**src/rtl/rtc_cal_pkg.sv**
```systemverilog
package rtc_cal_pkg;

    localparam logic [2:0] OSC_RUN   = 3'b010;
    localparam int         NUM_TREGS = 7;

    typedef enum logic [2:0] {
        SEL_SEC  = 3'd0,
        SEL_MIN  = 3'd1,
        SEL_HOUR = 3'd2,
        SEL_WDAY = 3'd3,
        SEL_MDAY = 3'd4,
        SEL_MON  = 3'd5,
        SEL_YEAR = 3'd6
    } tsel_e;

    typedef struct packed {
        logic [6:0] yr;
        logic [3:0] mon;
        logic [4:0] dom;
        logic [2:0] dow;
        logic [4:0] hr;
        logic [5:0] mn;
        logic [5:0] sc;
    } cal_t;

    localparam cal_t CAL_RESET = '{yr: 7'd0, mon: 4'd1, dom: 5'd1, dow: 3'd0,
                                  hr: 5'd0, mn: 6'd0, sc: 6'd0};

    // binary value -> presented byte
    function automatic logic [7:0] enc(input logic [6:0] v, input logic bin);
        logic [6:0] tens;
        logic [6:0] ones;
        tens = v / 7'd10;
        ones = v % 7'd10;
        return bin ? {1'b0, v} : {tens[3:0], ones[3:0]};
    endfunction

    // presented byte -> binary value
    function automatic logic [7:0] dec(input logic [7:0] b, input logic bin);
        return bin ? b : (8'(b[7:4]) * 8'd10 + 8'(b[3:0]));
    endfunction

    function automatic logic [7:0] enc_hour(input logic [4:0] h, input logic bin,
                                            input logic h24);
        logic [7:0] r;
        if (h24) begin
            r = enc({2'b00, h}, bin);
        end else begin
            r = enc(7'(h % 5'd12), bin);
            r[7] = (h >= 5'd12);
        end
        return r;
    endfunction

    function automatic logic [4:0] dec_hour(input logic [7:0] b, input logic bin,
                                            input logic h24);
        logic [7:0] v;
        v = dec({1'b0, b[6:0]}, bin);
        if (!h24 && b[7]) v = v + 8'd12;
        return v[4:0];
    endfunction

    function automatic logic is_leap(input logic [6:0] yr);
        int full;
        full = 2000 + int'(yr);
        return ((full % 4) == 0) && (((full % 100) != 0) || ((full % 400) == 0));
    endfunction

    function automatic logic [4:0] month_days(input logic [3:0] mon, input logic [6:0] yr);
        case (mon)
            4'd2:                      return is_leap(yr) ? 5'd29 : 5'd28;
            4'd4, 4'd6, 4'd9, 4'd11:   return 5'd30;
            default:                   return 5'd31;
        endcase
    endfunction

    function automatic cal_t cal_next(input cal_t c);
        cal_t n;
        n = c;
        if (c.sc < 6'd59) begin
            n.sc = c.sc + 6'd1;
        end else begin
            n.sc = 6'd0;
            if (c.mn < 6'd59) begin
                n.mn = c.mn + 6'd1;
            end else begin
                n.mn = 6'd0;
                if (c.hr < 5'd23) begin
                    n.hr = c.hr + 5'd1;
                end else begin
                    n.hr  = 5'd0;
                    n.dow = (c.dow >= 3'd6) ? 3'd0 : c.dow + 3'd1;
                    if (c.dom < month_days(c.mon, c.yr)) begin
                        n.dom = c.dom + 5'd1;
                    end else begin
                        n.dom = 5'd1;
                        if (c.mon < 4'd12) begin
                            n.mon = c.mon + 4'd1;
                        end else begin
                            n.mon = 4'd1;
                            n.yr  = (c.yr >= 7'd99) ? 7'd0 : c.yr + 7'd1;
                        end
                    end
                end
            end
        end
        return n;
    endfunction

endpackage

```
**src/rtl/rtc_tick_seq.sv**
```systemverilog
module rtc_tick_seq #(
    parameter int TICKS_PER_SEC = 32768,
    parameter int UPD_DELAY     = 8
) (
    input  logic clk,
    input  logic rst,
    input  logic tick,
    input  logic run_en,
    output logic step,
    output logic fire,
    output logic pending
);
    localparam int DW = $clog2(TICKS_PER_SEC);
    localparam int PW = $clog2(UPD_DELAY + 1);
    localparam logic [DW-1:0] DIV_LAST = DW'(TICKS_PER_SEC - 1);
    localparam logic [PW-1:0] DLY_LAST = PW'(UPD_DELAY - 1);

    logic [DW-1:0] div_q;
    logic [PW-1:0] dly_q;
    logic          pend_q;
    logic          bnd;

    assign bnd     = tick && (div_q == DIV_LAST);
    assign step    = bnd && run_en;
    assign fire    = tick && pend_q && (dly_q == DLY_LAST);
    assign pending = pend_q;

    always_ff @(posedge clk) begin
        if (rst) begin
            div_q  <= '0;
            dly_q  <= '0;
            pend_q <= 1'b0;
        end else begin
            if (tick) div_q <= bnd ? '0 : div_q + 1'b1;
            if (fire) begin
                pend_q <= 1'b0;
            end else if (tick && pend_q) begin
                dly_q <= dly_q + 1'b1;
            end
            if (step) begin
                pend_q <= 1'b1;
                dly_q  <= '0;
            end
        end
    end
endmodule

```
**src/rtl/rtc_cal_core.sv**
```systemverilog
module rtc_cal_core
    import rtc_cal_pkg::*;
(
    input  logic clk,
    input  logic rst,
    input  logic load,
    input  cal_t load_val,
    input  logic step,
    output cal_t cal
);
    always_ff @(posedge clk) begin
        if (rst)       cal <= CAL_RESET;
        else if (load) cal <= load_val;
        else if (step) cal <= cal_next(cal);
    end
endmodule

```
**src/rtl/rtc_alarm_cmp.sv**
```systemverilog
module rtc_alarm_cmp
    import rtc_cal_pkg::*;
(
    input  cal_t       cal,
    input  logic       bin,
    input  logic [7:0] a_sec,
    input  logic [7:0] a_min,
    input  logic [7:0] a_hour,
    output logic       match
);
    logic [2:0] hit;
    logic [7:0] a_b [3];
    logic [7:0] cur [3];

    assign a_b[0] = a_sec;
    assign a_b[1] = a_min;
    assign a_b[2] = a_hour;
    assign cur[0] = {2'b00, cal.sc};
    assign cur[1] = {2'b00, cal.mn};
    assign cur[2] = {3'b000, cal.hr};

    for (genvar i = 0; i < 3; i++) begin : g_field
        assign hit[i] = (a_b[i][7:6] == 2'b11) || (dec(a_b[i], bin) == cur[i]);
    end

    assign match = &hit;
endmodule

```
**src/rtl/rtc_calendar.sv**
```systemverilog
module rtc_calendar
    import rtc_cal_pkg::*;
#(
    parameter int TICKS_PER_SEC = 32768,
    parameter int UPD_DELAY     = 8
) (
    input  logic       clk,
    input  logic       rst,
    input  logic       tick,
    input  logic [2:0] osc_mode,
    input  logic       set_mode,
    input  logic       bin_mode,
    input  logic       h24_mode,
    input  logic       alarm_ie,
    input  logic       update_ie,
    input  logic       wr_en,
    input  logic [2:0] wr_sel,
    input  logic [7:0] wr_data,
    input  logic [7:0] alm_sec,
    input  logic [7:0] alm_min,
    input  logic [7:0] alm_hour,
    input  logic       flag_ack,
    output logic [7:0] t_sec,
    output logic [7:0] t_min,
    output logic [7:0] t_hour,
    output logic [7:0] t_wday,
    output logic [7:0] t_mday,
    output logic [7:0] t_month,
    output logic [7:0] t_year,
    output logic       uip,
    output logic [2:0] int_flags,
    output logic       irq
);
    logic       upd_step, upd_fire, upd_pend;
    logic       run_en, set_prev, wr_hit, cal_load, alarm_hit;
    cal_t       cal, ld_val;
    logic [7:0] treg  [NUM_TREGS];
    logic [7:0] nreg  [NUM_TREGS];
    logic [7:0] fmt_b [NUM_TREGS];
    logic [7:0] reset_b [NUM_TREGS];

    assign run_en = (osc_mode == OSC_RUN);

    rtc_tick_seq #(
        .TICKS_PER_SEC(TICKS_PER_SEC),
        .UPD_DELAY    (UPD_DELAY)
    ) u_seq (
        .clk    (clk),
        .rst    (rst),
        .tick   (tick),
        .run_en (run_en),
        .step   (upd_step),
        .fire   (upd_fire),
        .pending(upd_pend)
    );

    // counter image formatted for presentation
    always_comb begin
        fmt_b[SEL_SEC]  = enc({1'b0, cal.sc}, bin_mode);
        fmt_b[SEL_MIN]  = enc({1'b0, cal.mn}, bin_mode);
        fmt_b[SEL_HOUR] = enc_hour(cal.hr, bin_mode, h24_mode);
        fmt_b[SEL_WDAY] = enc({4'b0, cal.dow}, bin_mode);
        fmt_b[SEL_MDAY] = enc({2'b0, cal.dom}, bin_mode);
        fmt_b[SEL_MON]  = enc({3'b0, cal.mon}, bin_mode);
        fmt_b[SEL_YEAR] = enc(cal.yr, bin_mode);
        reset_b[SEL_SEC]  = 8'h00;
        reset_b[SEL_MIN]  = 8'h00;
        reset_b[SEL_HOUR] = 8'h00;
        reset_b[SEL_WDAY] = 8'h00;
        reset_b[SEL_MDAY] = 8'h01;
        reset_b[SEL_MON]  = 8'h01;
        reset_b[SEL_YEAR] = 8'h00;
    end

    assign wr_hit = wr_en && (wr_sel != 3'd7);

    for (genvar i = 0; i < NUM_TREGS; i++) begin : g_treg
        logic hit_i;
        assign hit_i   = wr_en && (wr_sel == 3'(i));
        assign nreg[i] = hit_i ? wr_data : treg[i];
        always_ff @(posedge clk) begin
            if (rst)                          treg[i] <= reset_b[i];
            else if (hit_i)                   treg[i] <= wr_data;
            else if (upd_fire && !set_mode)   treg[i] <= fmt_b[i];
        end
    end

    // register set (with this cycle's write) decoded into the counter
    always_comb begin
        ld_val.sc  = 6'(dec(nreg[SEL_SEC],  bin_mode));
        ld_val.mn  = 6'(dec(nreg[SEL_MIN],  bin_mode));
        ld_val.hr  = dec_hour(nreg[SEL_HOUR], bin_mode, h24_mode);
        ld_val.dow = 3'(dec(nreg[SEL_WDAY], bin_mode));
        ld_val.dom = 5'(dec(nreg[SEL_MDAY], bin_mode));
        ld_val.mon = 4'(dec(nreg[SEL_MON],  bin_mode));
        ld_val.yr  = 7'(dec(nreg[SEL_YEAR], bin_mode));
    end

    assign cal_load = !set_mode && (wr_hit || set_prev);

    rtc_cal_core u_core (
        .clk     (clk),
        .rst     (rst),
        .load    (cal_load),
        .load_val(ld_val),
        .step    (upd_step),
        .cal     (cal)
    );

    rtc_alarm_cmp u_alarm (
        .cal   (cal),
        .bin   (bin_mode),
        .a_sec (alm_sec),
        .a_min (alm_min),
        .a_hour(alm_hour),
        .match (alarm_hit)
    );

    logic [2:0] flag_set;
    always_comb begin
        flag_set[1] = upd_fire && alarm_ie && alarm_hit;
        flag_set[0] = upd_fire && update_ie;
        flag_set[2] = flag_set[1] || flag_set[0];
    end

    always_ff @(posedge clk) begin
        if (rst) begin
            set_prev  <= 1'b0;
            uip       <= 1'b0;
            int_flags <= 3'b000;
        end else begin
            set_prev <= set_mode;
            if (upd_fire)                   uip <= 1'b0;
            else if (upd_step && !set_mode) uip <= 1'b1;
            int_flags <= (flag_ack ? 3'b000 : int_flags) | flag_set;
        end
    end

    assign irq     = int_flags[2];
    assign t_sec   = treg[SEL_SEC];
    assign t_min   = treg[SEL_MIN];
    assign t_hour  = treg[SEL_HOUR];
    assign t_wday  = treg[SEL_WDAY];
    assign t_mday  = treg[SEL_MDAY];
    assign t_month = treg[SEL_MON];
    assign t_year  = treg[SEL_YEAR];
endmodule

```
**config.mk**
```make
export PLATFORM = sky130hd
export DESIGN_NAME = rtc_calendar
export DESIGN_NICKNAME = d
export VERILOG_FILES = /design/src/rtl/rtc_cal_pkg.sv /design/src/rtl/rtc_tick_seq.sv /design/src/rtl/rtc_cal_core.sv /design/src/rtl/rtc_alarm_cmp.sv /design/src/rtl/rtc_calendar.sv
export SDC_FILE = /design/constraint.sdc
export NUM_CORES = 1
export LEC_CHECK = 0
export BUFFER_PORTS_ARGS = -buffer_cell sky130_fd_sc_hd__buf_2
export CELL_PAD_IN_SITES_DETAIL_PLACEMENT = 0
export CELL_PAD_IN_SITES_GLOBAL_PLACEMENT = 1
export CORE_UTILIZATION = 50
export CTS_BUF_LIST = sky130_fd_sc_hd__clkbuf_16
export CTS_CLUSTER_SIZE = 25
export DETAILED_ROUTE_END_ITERATION = 16
export GPL_ROUTABILITY_DRIVEN = 0
export GPL_TIMING_DRIVEN = 0
export MAX_ROUTING_LAYER = met4
export PLACE_DENSITY_LB_ADDON = 0.1
export SETUP_SLACK_MARGIN = 0.5
export SYNTH_ARGS = -nofsm -noshare
export SYNTH_HDL_FRONTEND = slang
export SYNTH_SLANG_ARGS = --single-unit
```
**constraint.sdc**
```tcl
create_clock -name clk -period 9.4 [get_ports clk]
set_clock_uncertainty 0.05 [all_clocks]
set_input_delay 1.88 -clock clk [delete_from_list [all_inputs] [get_ports clk]]
set_output_delay 1.88 -clock clk [all_outputs]
set_load 0.03 [all_outputs]
```
== Yosys cells after proc, flatten, opt, wreduce, memory -nomap -nowiden ==
Memory sizes are Yosys's and may differ from the RTL's.
Index checks and enable logic that the tools add are counted.
W data, S select, Z words.

* $add $sub $neg: 21
* Multiply operators: 10
* Div/mod/pow operators: 19
* $lt $le $gt $ge: 8
* Equal/unequal tests: 26
* Mux-type cells: 112
* Bitwise gates (word level): 17
* Reduce and logical (&&, ||, !) cells: 45

{| class="wikitable"
|+ Operator list
! kind !! count
|-
| $mux W8 || 32
|-
| $mux W36 || 2
|-
| $logic_not A32 Y1 || 2
|-
| $mux W5 || 11
|-
| $mux W1 || 48
|-
| $mod A32 B10 Y32 const B || 1
|-
| $mod A32 B8 Y32 const B || 1
|-
| $reduce_bool A32 Y1 || 1
|-
| $mux W30 || 1
|-
| $mux W7 || 4
|-
| $add A8 B4 Y8 || 3
|-
| $mux W24 || 1
|-
| $mux W6 || 4
|-
| $mod A5 B4 Y7 const B || 3
|-
| $mul A4 B3 Y7 const B || 3
|-
| $logic_and A1 B1 Y1 || 20
|-
| $mux W19 || 1
|-
| $eq A8 B6 Y1 || 2
|-
| $add A15 B1 Y15 const B || 1
|-
| $eq A15 B15 Y1 const B || 1
|-
| $mux W15 || 1
|-
| $div A5 B4 Y7 const B || 2
|-
| $div A6 B4 Y7 const B || 2
|-
| $div A7 B4 Y7 const B || 2
|-
| other kinds (60) || 109
|}

* Register bits: 61
* Bits in writable memories: 56
* Bits of input ports: 48
* Output and inout port bits: 61
* Word-level logic and storage cells: 272
* Memories: 1

{| class="wikitable"
|+ Memories
! name !! words !! bits a word !! rd ports !! clocked after memory_dff !! wr ports !! RTL line !! source
|-
| treg || 7 || 8 || 7 || 0 || 7 || rtc_calendar.sv:37 || <nowiki>logic [7:0] treg [NUM_TREGS];</nowiki>
|}

== Logic depth before layout (Yosys ltp) ==
* Depth in word-level cells: 20
* Mapped depth: 25

== Modules after synthesis ==
Synthesis repeated with hierarchy kept, for this count alone.

* Cell total of the unflattened synthesis: 1583
* Area total of the unflattened synthesis: 12655.9 µm²

{| class="wikitable"
|+ By module, submodules not included
! module !! instances !! cells an instance !! area an instance (µm²) !! sequential area each (µm²)
|-
| rtc_calendar || 1 || 801 || 6557.5 || 1781.7
|-
| rtc_cal_core || 1 || 511 || 3813.7 || 720.7
|-
| rtc_alarm_cmp || 1 || 166 || 1328.8 || 0.0
|-
| rtc_tick_seq || 1 || 105 || 955.9 || 400.4
|}

== Least setup slack after synthesis ==
OpenSTA, ideal clock, no wires.

* Path type: reg-to-reg
* Start point: register u_core.cal[35] (netlist name)
* End point: register u_core.cal[29] (netlist name)
* Arrival time: 5.229 ns
* Slack: 3.999 ns
* Stages on the path, launching flop included: 21
* Period minus slack after synthesis: 5.401 ns
* Cells stage by stage: dfxtp_1 -> buf_2 -> clkbuf_1 -> clkinv_1 -> ha_1 -> ha_1 -> and3b_1 -> nor2_4 -> o211a_2 -> mux2i_2 -> o21ai_2 -> maj3_1 -> mux2_2 -> a21boi_1 -> a2111oi_2 -> or3_1 -> nor4bb_1 -> o2111a_1 -> o211a_1 -> o22ai_1 -> a311o_1

* Cells in the longest elaborated chain, start to end: 16

{| class="wikitable"
|+ RTL lines
! element !! RTL line !! source
|-
| $add A11 B7 Y12 || rtc_cal_pkg.sv:65 || <nowiki>full = 2000 + int'(yr);</nowiki>
|-
| $mod A32 B8 Y32 or $mod A32 B10 Y32 (tied branches) || rtc_cal_pkg.sv:66 || <nowiki>return ((full % 4) == 0) && (((full % 100) != 0) || ((full % 400) == 0));</nowiki>
|-
| $reduce_bool A32 Y1 or $logic_not A32 Y1 (tied branches) || rtc_cal_pkg.sv:66 ||
|-
| $logic_or A1 B1 Y1 || rtc_cal_pkg.sv:66 ||
|-
| $logic_and A1 B1 Y1 || rtc_cal_pkg.sv:66 ||
|-
| $mux W1 || rtc_cal_pkg.sv:71 || <nowiki>4'd2: return is_leap(yr) ? 5'd29 : 5'd28;</nowiki>
|-
| $pmux W5 S2 || rtc_cal_pkg.sv:70 || <nowiki>case (mon)</nowiki>
|-
| $mux W5 || rtc_cal_pkg.sv:88 || <nowiki>if (c.hr < 5'd23) begin</nowiki>
|-
| $mux W5 || rtc_cal_pkg.sv:84 || <nowiki>if (c.mn < 6'd59) begin</nowiki>
|-
| $mux W5 || rtc_cal_pkg.sv:80 || <nowiki>if (c.sc < 6'd59) begin</nowiki>
|-
| $mux W5 || rtc_cal_core.sv:14 || <nowiki>else if (step) cal <= cal_next(cal);</nowiki>
|-
| $mux W5 || rtc_cal_core.sv:13 || <nowiki>else if (load) cal <= load_val;</nowiki>
|-
| $mux W5 || rtc_cal_core.sv:12 || <nowiki>if (rst) cal <= CAL_RESET;</nowiki>
|-
| $lt A5 B5 Y1 || rtc_cal_pkg.sv:93 || <nowiki>if (c.dom < month_days(c.mon, c.yr)) begin</nowiki>
|-
| $ne A2 B2 Y1 (no source line) || n/a ||
|-
| $reduce_and A6 Y1 (no source line) || n/a ||
|}

Parallel ways exist; a longest one is shown, timed or not. The select of a mux whose other input is x is not followed.
A chain may end at the register's enable or synchronous reset.

== Worst setup path in the final report ==
* Start point: register u_core.cal[35] (netlist name)
* End point: register u_core.cal[32] (netlist name)

* Cells in the longest elaborated chain, start to end: 16

{| class="wikitable"
|+ RTL lines
! element !! RTL line
|-
| $add A11 B7 Y12 || rtc_cal_pkg.sv:65
|-
| $mod A32 B8 Y32 or $mod A32 B10 Y32 (tied branches) || rtc_cal_pkg.sv:66
|-
| $reduce_bool A32 Y1 or $logic_not A32 Y1 (tied branches) || rtc_cal_pkg.sv:66
|-
| $logic_or A1 B1 Y1 || rtc_cal_pkg.sv:66
|-
| $logic_and A1 B1 Y1 || rtc_cal_pkg.sv:66
|-
| $mux W1 || rtc_cal_pkg.sv:71
|-
| $pmux W5 S2 || rtc_cal_pkg.sv:70
|-
| $mux W5 || rtc_cal_pkg.sv:88
|-
| $mux W5 || rtc_cal_pkg.sv:84
|-
| $mux W5 || rtc_cal_pkg.sv:80
|-
| $mux W5 || rtc_cal_core.sv:14
|-
| $mux W5 || rtc_cal_core.sv:13
|-
| $mux W5 || rtc_cal_core.sv:12
|-
| $lt A5 B5 Y1 || rtc_cal_pkg.sv:93
|-
| $ne A2 B2 Y1 (no source line) || n/a
|-
| $reduce_and A6 Y1 (no source line) || n/a
|}

Parallel ways exist; a longest one is shown, timed or not. The select of a mux whose other input is x is not followed.

==> qor.csv <==
stage,metric,value,unit
yosys,Yosys warning count,0,
job,max-cap violation count,0,
finish,Diodes inserted,0,
global_route,initial antenna violation count,0,
setup_path,cells along the critical path,buf_2 -> clkbuf_1 -> clkinv_1 -> ha_1 -> buf_2 -> inv_1 -> ha_1 -> nand2b_1 -> o21ai_0 -> a21oi_2 -> a22oi_2 -> or3b_1 -> nand2_1 -> nor2_1 -> a21oi_1 -> a21oi_2 -> o32a_1 -> a211oi_1 -> o21a_1 -> o211ai_4 -> a211oi_2 -> o2bb2ai_1,
yosys,area fraction of the dominant cell type after synthesis,13.4,%
setup_path,Reg2Reg Depth,22,
place,Area after DPL,13500,sq um
setup_path,slowest CP cell,o21ai_0,
floorplan,Die X,161,microns
yosys,"EDFF count, synth",56,
route,DRC Markers,0,
finish,synth-to-layout area growth,12.3,%
cts,total CTS buffers,17,
timing,RSZ-0062 raised after global routing,false,
finish,cell area after layout,14100,sq um
pwr,PwrDens,125,nW/um^2
setup_path,WS Path Type,reg -> reg,
global_route,pin count of the biggest net entering global routing,17,
yosys,synth top area cells,"edfxtp_1 (13%), dfxtp_1 (9.7%), ha_1 (9.4%)",
place,DP Wirelength,31.7,mm
floorplan,Starting Density,51.4,%
setup_path,WP data required,9680,ps
cts,clock sink count,117,
floorplan,core area,24500,sq um
yosys,post-synthesis sequential area ratio,23.1,%
global_route,Global Route Usage Sum,33.5,%
floorplan,Placement Rows,57,
yosys,Synth Area per Inst,7.75,sq um
cts,hold bufs inserted after CTS,0,
route,DR vias/cell,6.19,
global_route,first-pass GRT wire length,65.7,mm
timing,post-layout min period,6730,ps
finish,Layout Utilization,57.7,%
floorplan,IO Count,109,
timing,slew margin rel.,29.9,%
setup_path,CP Max Fanout,10,
outcome,status,finished clean,
pwr,Design Power,1760,uW
global_route,total gr overflow,0,
setup_path,startpoint type of the worst setup path,flip-flop,
cts,"Clk pin slew, worst setup/hold paths",60,ps
cts,Root Buffer,clkbuf_16,
cts,CTS Buffer Depth,2,
route,final wirelength,42.4,mm
yosys,synth unique cells,116,
setup_path,Worst Setup SP,u_core.cal[35],
pwr,VDD IR max,98.5,uV
route,vias,12900,
timing,TNS Setup,0,ps
cts,H-tree levels,4,
yosys,Synth Register Bits,117,
route,routed len/inst,20.3,microns
cts,Skew-Pair Late Insertion Delay,430,ps
global_route,vias in the first global route,11900,
place,port bufs,105,
setup_path,Critical path destination,u_core.cal[32],
finish,most frequent cells in the layout,"nand2_1 (243), nor2_1 (154), o21ai_0 (116)",
cts,CTS tree,done,
timing,fin crit share,71.6,%
finish,share of layout cells above drive strength 1,13.0,%
cts,postcts setup bufs,0,
yosys,Post-Syn Area,12600,sq um
setup_path,element type at the critical path end,flip-flop,
setup_path,"slowest stage delay, CP",490,ps
finish,Nets,1902,
yosys,Mapped Cells,1622,
setup_path,Worst R2R Start,u_core.cal[35],
yosys,cell taking the most area after synthesis,edfxtp_1,
timing,final hold violations,0,
yosys,Post-synth ARST share,0,%
pwr,Leakage,0.00556,uW
timing,Least-Margin Pin Slew,1050,ps
timing,fin. max-slew vios,0,
yosys,Syn Nets,1777,
route,post-route ant nets,0,
timing,max frequency,149,MHz
yosys,"Top FF cell, synth",dfxtp_1,
floorplan,Die Ht,161,microns
route,Detailed Routing Iterations Pass 1,5,
timing,Final setup viols,0,
min_path,Hold WC Path Type,reg -> reg,
setup_path,R2R setup slack,2670,ps
cts,post_cts resized,0,
setup_path,Worst EP arrival,7010,ps
finish,"most common cell after layout, fill and taps aside",nand2_1,
setup_path,Critical R2R Capture,u_core.cal[32],
route,Starting DRT DRC Count,1135,
floorplan,die footprint,25800,sq um
min_path,hold path start,int_flags[0],
==> sequential cells by signal (all words and copies together) (netlist names) <==
name	count
uip	1
u_seq.dly_q	4
u_core.cal	36
u_seq.pending	1
int_flags	3
u_seq.div_q	15
treg	56
set_prev	1
==> synth_stat cells (33+ instances only) <==
library cell / instances
nand3_1: 51
nand2_1: 243
dfxtp_1: 61
xnor2_1: 55
nor3_1: 33
inv_1: 67
clkbuf_1: 65
edfxtp_1: 56
ha_1: 94
o21ai_0: 116
a21oi_1: 110
nor2_1: 154
==> critical path: cells and delay by family, from the launching register on <==
kind            cells  cell delay (ps)
compound gates     11             3390
buf+inv             5             1360
fa+ha+maj           2              690
flops               1              300
simple gates        4              820
==> metrics by stage <==
stage	setup WS, ps	instances	hold slack, ps
after global placement	2210	2051	415
after floorplan	4000	1622	413
after CTS	2800	2084	442
after detailed placement	2840	2052	427
after global routing	2320	2084	461
final	2670	2084	448
==> kinds of logic (layout without fill, tap and decap cells) <==
logic type / count (synthesis) / count (layout) / synth area share, %
AOI/OAI and AO/OA: 465 / 465 / 25.8
xor gates and xnor gates: 86 / 86 / 6.31
adders and majority gates: 109 / 109 / 11.6
buffers and inverters: 167 / 305 / 5.46
DFF: 117 / 117 / 23.1
muxes: 51 / 51 / 4.40
and+or+nand+nor: 627 / 627 / 23.3
==> routing by layer <==
| layer | share of wire, % | GRT usage, % |
|---|---|---|
| met2 | 45 | 52.1 |
| met1 | 43 | 44.5 |
| met5 | 0 | - |
| met3 | 8.8 | 4.55 |
| met4 | 3.0 | 11.6 |
==> final cells by class <==
class                   count  area [sq um]
plain buffers              95           413
clock buffers              17           425
clock inverters            15           171
fillers                  2361         10400
inverters                  72           273
multi-input cells        1338          8980
flip-flops and latches    117          2900
well taps                 324           405
repair buffers            106           533
==> where the power goes <==
part,total (uW),switching [uW],internal (uW),leakage (uW)
Sequential,574,17.6,556,0.00104
Clock,681,283,398,0.000290
Combinational,504,320,185,0.00423
Total,1760,620,1140,0.00556
==> worst min-delay path by stage <==
stage                                end  slack (ps)  cells past startpoint
after global placement      int_flags[1]         410                      2
final                       int_flags[0]         450                      2
after CTS                   int_flags[1]         440                      2
after detailed placement    int_flags[0]         430                      2
after floorplan           u_seq.div_q[1]         410                      2
after global routing        int_flags[1]         460                      2
No activity file was read; power rests on OpenSTA's default activity.
